===== src/rtl/pmul_pkg.sv =====
package pmul_pkg;

    typedef enum logic [2:0] {
        MD_PERLANE = 3'd0,
        MD_BC_UP   = 3'd1,
        MD_BC_LO   = 3'd2,
        MD_UPSB    = 3'd3,
        MD_LOUB    = 3'd4,
        MD_DW_UP   = 3'd5,
        MD_DW_LO   = 3'd6,
        MD_RSVD    = 3'd7
    } mode_e;

    typedef enum logic {
        ST_IDLE = 1'b0,
        ST_OUT  = 1'b1
    } st_e;

endpackage


===== src/rtl/pmul_lane.sv =====
module pmul_lane #(
    parameter int MC_W   = 16,
    parameter int FAC_W  = 9,
    parameter int PROD_W = 32,
    parameter int RND_B  = 8
) (
    input  logic signed [MC_W-1:0]   mcand,
    input  logic signed [FAC_W-1:0]  fac,
    output logic        [PROD_W-1:0] rounded
);
    localparam logic [PROD_W-1:0] RND_INC = PROD_W'(1) << RND_B;

    logic signed [PROD_W-1:0] m_ext;
    logic signed [PROD_W-1:0] f_ext;
    logic signed [PROD_W-1:0] prod;

    assign m_ext = PROD_W'(mcand);
    assign f_ext = PROD_W'(fac);
    assign prod  = m_ext * f_ext;

    // half-up on the low byte: its top bit set means the byte exceeds 0x7F
    assign rounded = prod[RND_B-1] ? (prod + RND_INC) : prod;
endmodule


===== src/rtl/pmul_factor_sel.sv =====
module pmul_factor_sel
    import pmul_pkg::*;
#(
    parameter int LANES  = 4,
    parameter int LANE_W = 16,
    parameter int BYTE_W = 8
) (
    input  mode_e                                md,
    input  logic [LANES*LANE_W-1:0]              opa,
    input  logic [LANES*LANE_W-1:0]              opb,
    output logic [LANES-1:0][LANE_W-1:0]         mcand,
    output logic [LANES-1:0][BYTE_W:0]           fac
);
    always_comb begin
        for (int i = 0; i < LANES; i++) begin
            unique case (md)
                MD_BC_UP: mcand[i] = opb[LANE_W +: LANE_W];
                MD_BC_LO: mcand[i] = opb[0 +: LANE_W];
                default:  mcand[i] = opb[i*LANE_W +: LANE_W];
            endcase
            unique case (md)
                MD_UPSB, MD_DW_UP:
                    fac[i] = {opa[i*LANE_W + LANE_W - 1],
                              opa[i*LANE_W + BYTE_W +: BYTE_W]};
                MD_LOUB, MD_DW_LO:
                    fac[i] = {1'b0, opa[i*LANE_W +: BYTE_W]};
                default:
                    fac[i] = {1'b0, opa[i*BYTE_W +: BYTE_W]};
            endcase
        end
    end
endmodule


===== src/rtl/pmul_unit.sv =====
module pmul_unit
    import pmul_pkg::*;
#(
    parameter int LANES  = 4,
    parameter int LANE_W = 16,
    parameter int BYTE_W = 8,
    parameter int PROD_W = 32
) (
    input  logic                      clk,
    input  logic                      rst_n,
    input  logic                      in_valid,
    input  logic [2:0]                mode,
    input  logic [LANES*LANE_W-1:0]   opa,
    input  logic [LANES*LANE_W-1:0]   opb,
    output logic                      out_valid,
    output logic [LANES*LANE_W-1:0]   result
);
    localparam int WORD_W     = LANES * LANE_W;
    localparam int FAC_W      = BYTE_W + 1;
    localparam int WIDE_LANES = WORD_W / PROD_W;
    localparam int FLD_HI     = LANE_W + BYTE_W - 1;

    mode_e                              md;
    st_e                                state_q, state_d;
    logic [LANES-1:0][LANE_W-1:0]       mcand;
    logic [LANES-1:0][FAC_W-1:0]        fac;
    logic [LANES-1:0][PROD_W-1:0]       rnd;
    logic [WORD_W-1:0]                  result_d, result_q;

    assign md = mode_e'(mode);

    pmul_factor_sel #(
        .LANES (LANES),
        .LANE_W(LANE_W),
        .BYTE_W(BYTE_W)
    ) u_sel (
        .md   (md),
        .opa  (opa),
        .opb  (opb),
        .mcand(mcand),
        .fac  (fac)
    );

    for (genvar g = 0; g < LANES; g++) begin : g_lane
        pmul_lane #(
            .MC_W  (LANE_W),
            .FAC_W (FAC_W),
            .PROD_W(PROD_W),
            .RND_B (BYTE_W)
        ) u_lane (
            .mcand  (mcand[g]),
            .fac    (fac[g]),
            .rounded(rnd[g])
        );
        if (g >= WIDE_LANES) begin : g_narrow_only
            logic unused_edges;
            assign unused_edges = ^{rnd[g][PROD_W-1:FLD_HI+1], rnd[g][BYTE_W-1:0]};
        end
    end

    // result assembly
    always_comb begin
        result_d = '0;
        unique case (md)
            MD_DW_UP, MD_DW_LO: begin
                for (int i = 0; i < WIDE_LANES; i++)
                    result_d[i*PROD_W +: PROD_W] = rnd[i];
            end
            MD_RSVD: result_d = '0;
            default: begin
                for (int i = 0; i < LANES; i++)
                    result_d[i*LANE_W +: LANE_W] = rnd[i][FLD_HI:BYTE_W];
            end
        endcase
    end

    // next state: GO_OUT on a request, GO_IDLE otherwise
    always_comb begin
        state_d = state_q;
        unique case (state_q)
            ST_IDLE: state_d = in_valid ? ST_OUT : ST_IDLE;
            ST_OUT:  state_d = in_valid ? ST_OUT : ST_IDLE;
            default: state_d = ST_IDLE;
        endcase
    end

    // state register
    always_ff @(posedge clk or negedge rst_n) begin
        if (!rst_n) state_q <= ST_IDLE;
        else        state_q <= state_d;
    end

    // output register
    always_ff @(posedge clk or negedge rst_n) begin
        if (!rst_n)        result_q <= '0;
        else if (in_valid) result_q <= result_d;
    end

    assign out_valid = (state_q == ST_OUT);
    assign result    = result_q;
endmodule


===== config.mk =====
export PLATFORM = sky130hd
export DESIGN_NAME = pmul_unit
export DESIGN_NICKNAME = d
export VERILOG_FILES = /design/src/rtl/pmul_pkg.sv /design/src/rtl/pmul_lane.sv /design/src/rtl/pmul_factor_sel.sv /design/src/rtl/pmul_unit.sv
export SDC_FILE = /design/constraint.sdc
export NUM_CORES = 2
export LEC_CHECK = 0
export BUFFER_PORTS_ARGS = -buffer_cell sky130_fd_sc_hd__buf_2
export CORE_MARGIN = 5
export CORE_UTILIZATION = 45
export DETAILED_ROUTE_END_ITERATION = 8
export HOLD_SLACK_MARGIN = 0.02
export PLACE_DENSITY = 0.74
export SYNTH_ARGS = -nofsm -noshare
export SYNTH_HDL_FRONTEND = slang
export SYNTH_SLANG_ARGS = --single-unit

===== constraint.sdc =====
create_clock -name clk -period 0.8 [get_ports clk]
set_input_delay 0.12 -clock clk [delete_from_list [all_inputs] [get_ports clk]]
set_output_delay 0.12 -clock clk [all_outputs]
set_load 0.01 [all_outputs]

==> reports/summary.txt <==
Outcome = finished with violations
Failing checks = negative setup slack
Total number of vias = 26832
First-pass GRT wire length = 158000 microns
Post-DP HPWL = 85700 microns
Register area = 1630 sq um
Clock root buffer = clkbuf_16
Area growth syn-to-layout = 42.1%
RSZ-0062 raised after global routing = true
CP endpoint kind = register
Via density = 5.55
Max Cap Viol = 0
Port bufs = 198
Most frequent cell after synthesis = inv_1
Yosys reg bits = 65
Post-Route Utilization = 0.642
Final Setup Violations = 129
Global route total overflow = 0
FP Rows = 88
Synth Instances = 3095
Slowest cell on the critical path = fa_1
Final Cycle Share = 8.64
Routed WL = 102000 microns
Max Slew Vio Count = 0
Final min period = 6910 ps
R2R depth = 3
Maximum fanout along the worst path = 5
Worst Path Required = 1030 ps
Die ar. = 62500 sq um
Crit start category = input pin
GP Congestion = 1.06
Hold WS = 130 ps
Clk slew on worst S/H paths = 60 ps
Number of synthesized flops with an enable pin = 0
Ranking of synthesized cells by area = fa_1 (36%), ha_1 (9.5%), inv_1 (7.5%), dfrtp_1 (6.3%), nand2_1 (5.4%)
Delay-heaviest family, CP = adder cells
Primary FF master, synth = dfrtp_1
Mean Syn Cell Area = 8.38 sq um
Buf+Inv Stages, Crit Path = 7
Commonest cells in the netlist = inv_1 (515), fa_1 (468), nand2_1 (376)
Initial DRC count = 2711
Core Region = 57400 sq um
Initial antenna violation count = 8
# nets final = 4863
CTS tree = built
Starting Density = 0.452
HP Class = in2async
TritonCTS Buffers = 9
Share of layout cells above drive strength 1 = 0.353
Critical R2R Launch = result[23]$_DFFE_PN0P_
Most used cell along the critical path = fa_1
Sequential element share of the synthesized area = 0.0627
All-Layer GR Usage = 0.319
Post-route DRC violation count = 0
Syn Nets = 3893
Skew-Pair Late Insertion Delay = 340 ps
Die height = 250 microns
Final worst setup slack = -6110 ps
Flop-to-flop setup slack = -200 ps
Worst reg2reg endpoint = result[23]$_DFFE_PN0P_
Ys async rst share = 1.00
Slew HR = 0.488
Yosys warns = 0
Cell taking the most area after synthesis = fa_1
Area of the multi-input gates = 23800 sq um
Post-synth top area share = 0.361
Final Hold Vio Count = 0
CTS max path bufs = 2
Critical Path Max Stage Delay = 570 ps
Sink Count = 65
I/O Pins = 199
Post-DRT Antenna Nets = 0
Worst Skew = 0 ps
Post-Syn Area = 25900 sq um
Worst-Margin Slew = 760 ps
Fillers = 4489
Unique masters post-synth = 94
Critical Path AT = 7140 ps
DRT Pass-1 Iters = 6
Die X = 250 microns
Crit Path Class = in2reg
Wirelength per Cell = 21.1 microns
Largest net degree at the start of global routing = 45
Fmax achieved = 0.145 GHz
Number of global-route vias before repair = 27839
H-tree level count = 3
## worst reg2reg max path, stage by stage (launching register included)
cell,delay (ps)
dfrtp_1,410
nor2b_1,160
a31oi_1,200
o21ai_1,100
## worst max path at each step
stage | start | endpoint | slack (ps) | cells past startpoint
floorplan | mode[1] | result[62]$_DFFE_PN0P_ | -6480 | 28
CTS | mode[1] | result[62]$_DFFE_PN0P_ | -5990 | 27
detailed placement | mode[2] | result[62]$_DFFE_PN0P_ | -6670 | 27
finish | mode[1] | result[62]$_DFFE_PN0P_ | -6110 | 28
global route | mode[1] | result[62]$_DFFE_PN0P_ | -6300 | 32
global placement | mode[2] | result[62]$_DFFE_PN0P_ | -6540 | 24
## per-layer routing
metal	track usage	vias up	part of all wire
met3	0.0930	288	0.12
met5	0	-	0.00067
met1	0.445	12990	0.41
met2	0.478	1579	0.42
li1	-	11963	-
met4	0.108	12	0.047
## metrics by stage
step / setup TNS (ps) / setup slack (ps) / std cells / instance area, sq um
floorplan: -359690 / -6480 / 3095 / 26500
global placement: -399410 / -6540 / 4748 / 34100
detailed placement: -403190 / -6670 / 4748 / 34100
CTS: -376170 / -5990 / 4812 / 35900
global route: -393150 / -6300 / 4835 / 36800
finish: -377860 / -6110 / 4836 / 36800
## layout make-up
class                   count  share of cell area
flip-flops and latches     65              0.0442
multi-input cells        2401               0.645
diodes                      2            0.000136
clock buffers               9             0.00611
clock inverters             6             0.00115
repair buffers           1069               0.224
well taps                 765              0.0260
inverters                 519              0.0529
## state kept, by name, summed over array words and instances, names as in the netlist
name,flops
out_valid,1
result,64
## logic make-up after synthesis
family / share of synthesized area
flip-flops: 0.0627
buffers and inverters: 0.0927
XOR/XNOR: 0.0491
adder cells (fa/ha/maj): 0.456
AND/OR/NAND/NOR: 0.175
multiplexers: 0.0285
AO/OA/AOI/OAI: 0.136
## cell usage in the layout, fill, tap and decap left out, types with 29 or more instances in the layout
cell type,netlist,layout
buf_4,0,801
nand2b_1,50,47
xor2_1,42,36
buf_2,4,158
nor2b_1,34,31
nor2_1,354,332
a21oi_2,2,33
inv_1,515,500
a21oi_1,127,90
fa_1,468,456
mux2i_1,40,32
o22ai_1,66,63
ha_1,196,179
nor3_1,37,29
a21o_1,42,42
buf_6,5,80
xnor2_1,99,72
nand2_1,376,357
dfrtp_1,65,65
## repair_timing
item,4_1_cts,5_1_grt
gates resized for setup,263,152
pin swaps,111,88
hold endpoints to repair,65,0
setup endpoints to repair,129,129
buffers inserted,51,22
hold buffers,1,0
gates cloned,0,1
Power is left out: the tool's default activity adds up to more than one toggle a clock period on the data nets, which glitch-free logic cannot reach.
